## config.mk

```make
export PLATFORM = sky130hd
export DESIGN_NAME = cfg_sequencer
export DESIGN_NICKNAME = d
export VERILOG_FILES = /design/src/rtl/cseq_pkg.sv /design/src/rtl/cseq_decode.sv /design/src/rtl/cseq_assemble.sv /design/src/rtl/cseq_ctrl.sv /design/src/rtl/cfg_sequencer.sv
export SDC_FILE = /design/constraint.sdc
export NUM_CORES = 1
export LEC_CHECK = 0
export ABC_AREA = 1
export BUFFER_PORTS_ARGS = -buffer_cell sky130_fd_sc_hd__buf_4
export CAP_MARGIN = 20
export CORE_AREA = 10 10 134 136
export DETAILED_ROUTE_END_ITERATION = 6
export DIE_AREA = 0 0 144 146
export GPL_TIMING_DRIVEN = 0
export PLACE_DENSITY = 0.84
export SETUP_SLACK_MARGIN = 0.02
export SYNTH_ARGS = -nofsm -noshare
export SYNTH_HDL_FRONTEND = slang
export SYNTH_SLANG_ARGS = --single-unit
```

## constraint.sdc

```tcl
create_clock -name clk -period 3.6 [get_ports clk]
set_clock_uncertainty 0.2 [all_clocks]
set_input_delay 0.18 -clock clk [delete_from_list [all_inputs] [get_ports clk]]
set_output_delay 0.18 -clock clk [all_outputs]
set_load 0.01 [all_outputs]
```

## src/rtl/cseq_pkg.sv

```systemverilog
package cseq_pkg;

  localparam int CHUNK_W  = 27;
  localparam int OPC_W    = 4;
  localparam int WAIT_W   = 15;
  localparam int FOLLOW_W = 2;
  localparam int HDR_LO   = 7;   // lowest header bit any decode field uses

  localparam logic [OPC_W-1:0] OPC_STOP   = 4'd0;
  localparam logic [OPC_W-1:0] OPC_JUMP   = 4'd6;
  localparam logic [OPC_W-1:0] OPC_STALL  = 4'd7;
  localparam logic [OPC_W-1:0] OPC_BRANCH = 4'd11;

  typedef enum logic [2:0] {K_DATA, K_STOP, K_JUMP, K_STALL, K_BRANCH} kind_t;
  typedef enum logic [2:0] {S_IDLE, S_RUN, S_STALL, S_GATHER, S_DONE} seq_state_t;

  function automatic logic [OPC_W-1:0] opc_of(input logic [CHUNK_W-1:0] w);
    return w[26:23];
  endfunction

  function automatic logic [5:0] jump_field(input logic [CHUNK_W-1:0] w);
    return w[22:17];
  endfunction

  function automatic logic [5:0] branch_field(input logic [CHUNK_W-1:0] w);
    return w[20:15];
  endfunction

  function automatic logic [WAIT_W-1:0] stall_field(input logic [CHUNK_W-1:0] w);
    return w[21:7];
  endfunction

  // follow count limited so an instruction never exceeds max_chunks words
  function automatic logic [FOLLOW_W-1:0] follow_field(input logic [CHUNK_W-1:0] w,
                                                       input int max_chunks);
    logic [FOLLOW_W-1:0] f;
    f = w[20:19];
    if (int'(f) > max_chunks - 1) return FOLLOW_W'(max_chunks - 1);
    return f;
  endfunction

endpackage

```

## src/rtl/cseq_decode.sv

```systemverilog
module cseq_decode
  import cseq_pkg::*;
#(
  parameter int PC_W       = 6,
  parameter int MAX_CHUNKS = 3
) (
  input  logic [CHUNK_W-1:HDR_LO] hdr,
  output kind_t                   kind,
  output logic [PC_W-1:0]         jump_tgt,
  output logic [PC_W-1:0]         br_tgt,
  output logic [WAIT_W-1:0]       stall_len,
  output logic [FOLLOW_W-1:0]     follow
);

  logic [CHUNK_W-1:0] word;

  always_comb begin
    word      = {hdr, {HDR_LO{1'b0}}};
    jump_tgt  = PC_W'(jump_field(word));
    br_tgt    = PC_W'(branch_field(word));
    stall_len = stall_field(word);
    follow    = follow_field(word, MAX_CHUNKS);
    case (opc_of(word))
      OPC_STOP:   kind = K_STOP;
      OPC_JUMP:   kind = K_JUMP;
      OPC_STALL:  kind = K_STALL;
      OPC_BRANCH: kind = K_BRANCH;
      default:    kind = K_DATA;
    endcase
  end

endmodule

```

## src/rtl/cseq_assemble.sv

```systemverilog
module cseq_assemble
  import cseq_pkg::*;
#(
  parameter int MAX_CHUNKS = 3,
  parameter int LEN_W      = 2,
  parameter int WORD_W     = CHUNK_W * MAX_CHUNKS
) (
  input  logic                clk,
  input  logic                rst_n,
  input  logic                take_first,
  input  logic                take_next,
  input  logic [FOLLOW_W-1:0] follow,
  input  logic [CHUNK_W-1:0]  chunk,
  output logic                gather_last,
  output logic                fire,
  output logic                disp_valid,
  output logic [WORD_W-1:0]   disp_word,
  output logic [LEN_W-1:0]    disp_len
);

  logic [WORD_W-1:0] acc, placed;
  logic [LEN_W-1:0]  taken, total;      // words stored so far / words expected
  logic [LEN_W-1:0]  slot, taken_nxt, total_nxt;
  logic              take;

  always_comb begin
    take      = take_first || take_next;
    slot      = take_first ? '0 : taken;
    taken_nxt = slot + LEN_W'(1);
    total_nxt = take_first ? LEN_W'(follow) + LEN_W'(1) : total;
    placed    = take_first ? '0 : acc;
    for (int s = 0; s < MAX_CHUNKS; s++) begin
      if (LEN_W'(s) == slot) placed[WORD_W-1-s*CHUNK_W -: CHUNK_W] = chunk;
    end
    fire        = take && (taken_nxt == total_nxt);
    gather_last = take_next && (taken_nxt == total);
  end

  always_ff @(posedge clk or negedge rst_n) begin
    if (!rst_n) begin
      acc        <= '0;
      taken      <= '0;
      total      <= '0;
      disp_valid <= 1'b0;
      disp_word  <= '0;
      disp_len   <= '0;
    end else begin
      disp_valid <= fire;
      if (take) begin
        acc   <= placed;
        taken <= taken_nxt;
        total <= total_nxt;
      end
      if (fire) begin
        disp_word <= placed;
        disp_len  <= total_nxt;
      end
    end
  end

endmodule

```

## src/rtl/cseq_ctrl.sv

```systemverilog
module cseq_ctrl
  import cseq_pkg::*;
#(
  parameter int PC_W = 6
) (
  input  logic                clk,
  input  logic                rst_n,
  input  logic                start,
  input  logic                br_cond,
  input  logic                gather_last,
  input  kind_t               kind,
  input  logic [PC_W-1:0]     jump_tgt,
  input  logic [PC_W-1:0]     br_tgt,
  input  logic [WAIT_W-1:0]   stall_len,
  input  logic [FOLLOW_W-1:0] follow,
  output logic [PC_W-1:0]     pc,
  output logic                fetch,
  output logic                done,
  output logic                take_first,
  output logic                take_next,
  output logic                ev_stop,
  output logic                ev_jump,
  output logic                ev_stall,
  output logic                ev_branch
);

  seq_state_t        state;
  logic [WAIT_W-1:0] stall_cnt;
  logic [PC_W-1:0]   pc_inc;

  function automatic logic [PC_W-1:0] step_pc(input logic [PC_W-1:0] p);
    return p + PC_W'(1);   // wraps modulo 2**PC_W
  endfunction

  always_comb begin
    pc_inc     = step_pc(pc);
    fetch      = (state == S_RUN) || (state == S_GATHER);
    ev_stop    = (state == S_RUN) && (kind == K_STOP);
    ev_jump    = (state == S_RUN) && (kind == K_JUMP);
    ev_stall   = (state == S_RUN) && (kind == K_STALL);
    ev_branch  = (state == S_RUN) && (kind == K_BRANCH);
    take_first = (state == S_RUN) && (kind == K_DATA);
    take_next  = (state == S_GATHER);
  end

  always_ff @(posedge clk or negedge rst_n) begin
    if (!rst_n) begin
      state     <= S_IDLE;
      pc        <= '0;
      done      <= 1'b0;
      stall_cnt <= '0;
    end else begin
      case (state)
        S_IDLE, S_DONE: begin
          if (start) begin
            state <= S_RUN;
            pc    <= '0;
            done  <= 1'b0;
          end
        end
        S_RUN: begin
          case (kind)
            K_STOP: begin
              state <= S_DONE;
              done  <= 1'b1;
            end
            K_JUMP:   pc <= jump_tgt;
            K_STALL: begin
              stall_cnt <= stall_len;
              state     <= S_STALL;
              pc        <= pc_inc;
            end
            K_BRANCH: pc <= br_cond ? pc_inc : br_tgt;
            default: begin
              pc <= pc_inc;
              if (follow != '0) state <= S_GATHER;
            end
          endcase
        end
        S_STALL: begin
          if (stall_cnt == '0) state <= S_RUN;
          else                 stall_cnt <= stall_cnt - WAIT_W'(1);
        end
        S_GATHER: begin
          pc <= pc_inc;
          if (gather_last) state <= S_RUN;
        end
        default: state <= S_IDLE;
      endcase
    end
  end

endmodule

```

## src/rtl/cfg_sequencer.sv

```systemverilog
module cfg_sequencer
  import cseq_pkg::*;
#(
  parameter int PC_W       = 6,
  parameter int MAX_CHUNKS = 3
) (
  input  logic                              clk,
  input  logic                              rst_n,
  input  logic                              start,
  input  logic                              br_cond,
  output logic [PC_W-1:0]                   pm_addr,
  output logic                              pm_rd_en,
  input  logic [CHUNK_W-1:0]                pm_data,
  output logic                              disp_valid,
  output logic [CHUNK_W*MAX_CHUNKS-1:0]     disp_word,
  output logic [$clog2(MAX_CHUNKS+1)-1:0]   disp_len,
  output logic                              done
);

  localparam int WORD_W = CHUNK_W * MAX_CHUNKS;
  localparam int LEN_W  = $clog2(MAX_CHUNKS + 1);

  kind_t                kind;
  logic [PC_W-1:0]      jump_tgt, br_tgt, pc;
  logic [WAIT_W-1:0]    stall_len;
  logic [FOLLOW_W-1:0]  follow;
  logic                 take_first, take_next, gather_last, fire, fetch;
  logic                 ev_stop, ev_jump, ev_stall, ev_branch;

  cseq_decode #(.PC_W(PC_W), .MAX_CHUNKS(MAX_CHUNKS)) u_decode (
    .hdr       (pm_data[CHUNK_W-1:HDR_LO]),
    .kind      (kind),
    .jump_tgt  (jump_tgt),
    .br_tgt    (br_tgt),
    .stall_len (stall_len),
    .follow    (follow)
  );

  cseq_ctrl #(.PC_W(PC_W)) u_ctrl (
    .clk         (clk),
    .rst_n       (rst_n),
    .start       (start),
    .br_cond     (br_cond),
    .gather_last (gather_last),
    .kind        (kind),
    .jump_tgt    (jump_tgt),
    .br_tgt      (br_tgt),
    .stall_len   (stall_len),
    .follow      (follow),
    .pc          (pc),
    .fetch       (fetch),
    .done        (done),
    .take_first  (take_first),
    .take_next   (take_next),
    .ev_stop     (ev_stop),
    .ev_jump     (ev_jump),
    .ev_stall    (ev_stall),
    .ev_branch   (ev_branch)
  );

  cseq_assemble #(.MAX_CHUNKS(MAX_CHUNKS), .LEN_W(LEN_W), .WORD_W(WORD_W)) u_assemble (
    .clk         (clk),
    .rst_n       (rst_n),
    .take_first  (take_first),
    .take_next   (take_next),
    .follow      (follow),
    .chunk       (pm_data),
    .gather_last (gather_last),
    .fire        (fire),
    .disp_valid  (disp_valid),
    .disp_word   (disp_word),
    .disp_len    (disp_len)
  );

  assign pm_addr  = pc;
  assign pm_rd_en = fetch;

endmodule

```

Word-level counts from Yosys, hierarchy flattened. Cells that the tools add are included.

Word-level logic and storage cells: 85. Output and inout bits: 92. RAM bits: 0. Bits of input ports: 31. Memories: 0. Latch bits: 0. Bits in read-only memories: 0. Register bits: 194.

Equal/unequal tests: 24. Div/mod/pow operators: 0. Mux-type cells: 26. Bitwise gates (word level): 0. Multiply operators: 0. Reductions and logical operators: 20. Add/subtract/negate cells: 4. Shift operators: 0. Magnitude comparators: 1.

Operators with widths (count): 2-to-1 mux 27 bit (3); 2-to-1 mux 81 bit (1); case mux 6 bit (3 select lines) (2); 2-to-1 mux 15 bit (2); case mux 15 bit (2 select lines) (1); case mux 3 bit (4 select lines) (2); zero test 15 bit (1); subtractor 15 x 1 -> 15 bit, second input constant (1); == test 3 x 2 -> 1 bit, second input constant (4); 2-to-1 mux 3 bit (4); 2-to-1 mux 6 bit (2); != test 2 bit, second input constant (6); case mux 3 bit (3 select lines) (1); AND reduction 3 bit (3); == test 4 x 3 -> 1 bit, second input constant (2); 2-to-1 mux 2 bit (4); adder 6 x 1 -> 6 bit, second input constant (1); == test 3 x 1 -> 1 bit, second input constant (2); == test 3 bit, second input constant (2); zero test 3 bit (2); nonzero test 2 bit (3); AND reduction 5 bit (1); adder 2 x 1 -> 2 bit, second input constant (2); == test 2 bit (2); 14 further kinds (21).

Depth between registers and ports, before layout.
Depth in word-level cells: 10. Depth in mapped cells: 17. Mapped depth without buffers: 15.

Modules after synthesis. From an unflattened synthesis, not the netlist that was laid out.

Cell total of the unflattened synthesis: 1233. Area, all modules: 9691.8 µm².

Modules (own cells, without submodules): cseq_assemble (area each 7389.6 µm², times used 1, cells an instance 875, sequential area each 4229.1 µm²); cseq_ctrl (area each 2039.5 µm², times used 1, cells an instance 315, sequential area each 625.6 µm²); cseq_decode (area each 262.8 µm², times used 1, cells an instance 43, sequential area each 0.0 µm²).

Worst setup path before layout. Ideal clock, no wire load.

Path type: flip-flop to flip-flop. From: register u_ctrl.state[0]. To: register u_assemble.acc[27]. Setup time: 0.125 ns. Path slack: 1.222 ns. Stages on the path, launching flop included: 15. Required time: 3.275 ns. Path buffers: 1. Clock period less this slack: 2.378 ns. Arrival time: 2.054 ns. Path through: dfrtp_1 -> inv_2 -> nor2_4 -> nand2_2 -> inv_1 -> nand2_1 -> nor2_1 -> nor2_1 -> inv_1 -> ha_1 -> clkinv_1 -> buf_1 -> nand3_1 -> o21ai_0 -> mux2_2.

Cells in the longest elaborated chain, start to end: 5. Elaborated cells on any way between the ends: 8. Classes of those cells: 3 x eq/ne; 3 x mux; 2 x reduce/logical.

Ends and longest elaborated chain: from (decl) (line cseq_ctrl.sv:27) `seq_state_t state;`; from (signal assigned) (line cseq_ctrl.sv:48) `state <= S_IDLE;`; from (signal assigned) (line cseq_ctrl.sv:56) `state <= S_RUN;`; from (signal assigned) (line cseq_ctrl.sv:64) `state <= S_DONE;`; == test 3 x 1 -> 1 bit (line cseq_ctrl.sv:42) `take_first = (state == S_RUN) && (kind == K_DATA);`; logical AND 1 bit (line cseq_ctrl.sv:42); 2-to-1 mux 2 bit (line cseq_assemble.sv:28) `slot = take_first ? '0 : taken;`; == test 1 x 2 -> 1 bit (line cseq_assemble.sv:33) `if (LEN_W'(s) == slot) placed[WORD_W-1-s*CHUNK_W -: CHUNK_W] = chunk;`; 2-to-1 mux 27 bit (line cseq_assemble.sv:33); to (signal assigned) (line cseq_assemble.sv:50) `acc <= placed;`; to (decl) (line cseq_assemble.sv:21) `logic [WORD_W-1:0] acc, placed;`.

Several ways; a longest one is shown, not always the timed one. A chain may end at the register's enable or synchronous reset.

Worst setup path in the final report.
From: input port pm_data[25]. To: register u_assemble.acc[28].

Cells in the longest elaborated chain, start to end: 7. Elaborated cells on any way between the ends: 12. Classes of those cells: 4 x eq/ne; 4 x mux; 4 x reduce/logical.

Ends and longest elaborated chain: from (decl) (line cfg_sequencer.sv:13) `input logic [CHUNK_W-1:0] pm_data,`; == test 4 bit, or another cell as far along (line cseq_decode.sv:23) `case (opc_of(word))`; case mux 3 bit (4 select lines) * (line cseq_decode.sv:23); zero test 3 bit * (line cseq_ctrl.sv:42); logical AND 1 bit * (line cseq_ctrl.sv:42); 2-to-1 mux 2 bit (line cseq_assemble.sv:28); == test 1 x 2 -> 1 bit (line cseq_assemble.sv:33); 2-to-1 mux 27 bit (line cseq_assemble.sv:33).

Mark *: on every way between the ends. The rest lies on a longest branch, timed or not.

==> metrics.yaml <==
yosys:
  syn_inst: 1071
  ys_ff_latch: 194
  synth-async-reset-ratio_pct: 100
  ys_top_cells_by_area: "dfrtp_1, nand2_1, nand3_1, mux2_2, o21ai_0"
  synth_edf_count: 0
  ys_types: 32
  ys_seq_area_share_pct: 51.3
  synth_commonest_cells: "nand2_1, dfrtp_1, nand3_1"
  yosysTopAreaCell: "dfrtp_1"
  synth.avg_cell_area_um2: 8.83
  syn_nets: 1107
  ys_warn_count: 0
  yosysTopAreaCellShare_pct: 51.3
  synth_area_mm2: 0.00946
  synth_most_common_cell: "nand2_1"
  synthFlopType: "dfrtp_1"
place:
  hpwl_um: 19100
  gp_congestion: 0.910
  dpl-instance-area_mm2: 0.0107
  port_buffers: 122
  place_ws_ns: 0.673
power:
  ir_drop_mv: 0.676
  pwr-share-seq_pct: 29.5
  clkPwrFrac_pct: 16.4
  p_per_area_mw_per_mm2: 1070
  leakagePower_uw: 0.00586
  p_int_uw: 6830
  switching_share_pct: 44.6
  p_switching_uw: 5500
  combPwrFrac_pct: 54.2
clocking:
  htreeDepth: 4
  clockBufferDepth: 2
  cts_tree: "yes"
  numClockSinks: 194
  numCtsBuffers: 17
  insertion_delay_ns: 0.44
  path_clk_slew_ns: 0.07
  cts_root_buffer: "clkbuf_16"
route:
  first_iter_violations: 711
  drc: 0
  vias_per_cell: 5.92
  firstDrtPassIters: 5
  antenna_left: 0
  drt-wirelength-per-cell_um: 18.5
  wl_um: 26600
  num_vias: 8521
setup_path:
  path_cells: "dlygate4sd3_1 -> buf_4 -> nor2_1 -> dlygate4sd3_1 -> nand3_1 -> nand2_1 -> nor2_1 -> nor2_1 -> inv_1 -> ha_1 -> clkinv_1 -> clkbuf_1 -> o21ai_0 -> mux2_2"
  crit_type: "input port to flip-flop"
  crit_fanout: 10
  critPathMaxStageDelay_ns: 0.55
  cpMostUsedCell: "nor2_1"
  path_delay_family: "buffers and inverters"
  crit_buf_inv: 6
  start_kind: "input port"
  slowest_stage: "dlygate4sd3_1"
  worst_ep_required_time_ns: 3.72
  critPathCaptureType: "flip-flop"
  arrival_ns: 3.47
floorplanning:
  std_cell_rows: 46
  dieArea_mm2: 0.0210
  pin_count: 123
  core-area_mm2: 0.0155
  start_util_pct: 61.1
  die_w_um: 144
  die_y_um: 146
grt:
  grt_pass1_wl_um: 42800
  grt_usage_pct: 25.4
  overflow: 0
  grt_use_met3_pct: 5.22
  gr-usage-met2_pct: 41.0
  antenna_found_initial: 0
  use_met1_pct: 32.0
  grt_max_degree: 106
  busiest_layer: "met2"
  grt_pass1_vias: 8430
sta:
  maxSlewViolCount: 0
  period_minus_slack_ns: 3.35
  slew-limit-headroom_pct: 54.9
  finalHoldViolations: 0
  setup_tns_ns: 0
  finalCritPeriodShare_pct: 93.1
  worst_pin_slew_ns: 0.677
  rsz0062_at_grt: "false"
  finalSetupViolCount: 0
  fin_ws_ns: 0.249
  max_freq_mhz: 298
layout:
  area_delta_synth_final_pct: 21.4
  utilization_pct: 74.2
  stdcell_area_mm2: 0.0115
  num-nets-final: 1270
  drive_above_1_share_pct: 23.3
  antennaDiodeCount: 0
hold_path:
  hold_path.class: "input port to flip-flop"
run:
  maxCapViolations: 0
outcome:
  outcome: "complete, no violations"
## cell usage in the layout (no fill, tap or decap), types with 3 or more instances in the layout
| cell type | Yosys | final |
|---|---|---|
| xor2_1 | 4 | 4 |
| clkbuf_16 | 0 | 17 |
| nor2_4 | 3 | 3 |
| buf_4 | 8 | 129 |
| nor3_1 | 5 | 5 |
| inv_2 | 6 | 6 |
| buf_6 | 8 | 8 |
| mux2_2 | 81 | 81 |
| nor2_2 | 3 | 3 |
| nand2_1 | 256 | 256 |
| o211ai_1 | 5 | 5 |
| clkinvlp_4 | 0 | 4 |
| dfrtp_1 | 194 | 194 |
| nor2_1 | 36 | 36 |
| ha_1 | 5 | 5 |
| nand3_1 | 188 | 188 |
| nand4_1 | 3 | 3 |
| inv_6 | 0 | 5 |
| buf_1 | 6 | 6 |
| a21oi_1 | 19 | 19 |
| dlygate4sd3_1 | 0 | 21 |
| nand2_2 | 3 | 3 |
| clkbuf_1 | 21 | 21 |
| clkinv_1 | 4 | 4 |
| inv_1 | 61 | 61 |
| bufinv_16 | 0 | 3 |
| o21ai_0 | 118 | 118 |
| buf_2 | 21 | 21 |
## what timing repair did
action | in CTS | in global routing
resized for setup | 0 | 0
hold buffers | 21 | 0
endpoints found under the hold margin | 108 | 0
setup buffers | 0 | 0
## cells by family after synthesis
kind of cell | Yosys count | synth area share [%]
AOI/OAI and AO/OA | 151 | 8.36
xor gates and xnor gates | 4 | 0.370
adders and majority gates | 5 | 0.661
buffers and inverters | 135 | 6.59
DFF | 194 | 51.3
muxes | 81 | 9.64
and+or+nand+nor | 501 | 23.1
## sequential cells by signal (all words and copies together), names as in the netlist
register,count
u_assemble.total,2
u_ctrl.state,3
u_assemble.disp_word,81
u_ctrl.pc,6
u_assemble.disp_valid,1
u_assemble.acc,81
u_assemble.taken,2
u_ctrl.done,1
u_assemble.disp_len,2
u_ctrl.stall_cnt,15
## tightest hold or removal path: cells and delay by family
family	cells	cell delay [ns]
AOI/OAI and AO/OA	2	0.20
and+or+nand+nor	1	0.11
buffers and inverters	1	0.11
## cell type report
type / instances / area, µm²
sequential: 194 / 4850
fill: 1142 / 3990
multi-input combinational: 742 / 3980
timing repair buffer: 144 / 1160
clock buffer: 19 / 453
buffer: 64 / 357
inverter: 71 / 267
tap: 192 / 240
clock inverter: 13 / 173
## metal layers
| layer | vias up | wire length (µm) |
|---|---|---|
| met2 | 397 | 12900 |
| met5 | - | 0 |
| met1 | 4126 | 10700 |
| li1 | 3914 | - |
| met4 | 0 | 944 |
| met3 | 84 | 2030 |
## through the flow
stage | instances | power, µW | hold WS [ns]
3_3_place_gp | 1385 | 9920 | 0.255
3_5_place_dp | 1386 | 10200 | 0.0314
4_1_cts | 1439 | 12300 | 0.00317
2_1_floorplan | 1071 | 8070 | -0.316
5_1_grt | 1439 | 13200 | 0.0741
6_report | 1439 | 12300 | 0.00481
## worst paths after layout
check,from,end,slack [ns],cells after the start
max reg2reg,u_ctrl.state[0]$_DFFE_PN0P_,u_assemble.acc[28]$_DFFE_PN0P_,0.54,13
max,pm_data[25],u_assemble.acc[28]$_DFFE_PN0P_,0.25,14
min reg2reg,u_assemble.disp_word[5]$_DFFE_PN0P_,u_assemble.disp_word[5]$_DFFE_PN0P_,0.27,2
min,pm_data[22],u_ctrl.pc[5]$_DFFE_PN0P_,0.005,4
max in group asynchronous,rst_n,u_assemble.acc[68]$_DFFE_PN0P_,2.15,3
min in group asynchronous,rst_n,u_assemble.disp_word[4]$_DFFE_PN0P_,0.12,2
## power by group through the flow
stage	sequential (µW)	clock [µW]	combinational, µW
3_5_place_dp	3640	0	6530
6_report	3630	2020	6680
4_1_cts	3610	2020	6620
5_1_grt	3720	2110	7340
2_1_floorplan	3700	0	4370
3_3_place_gp	3590	0	6320
Power figures use the tool's default switching activity.
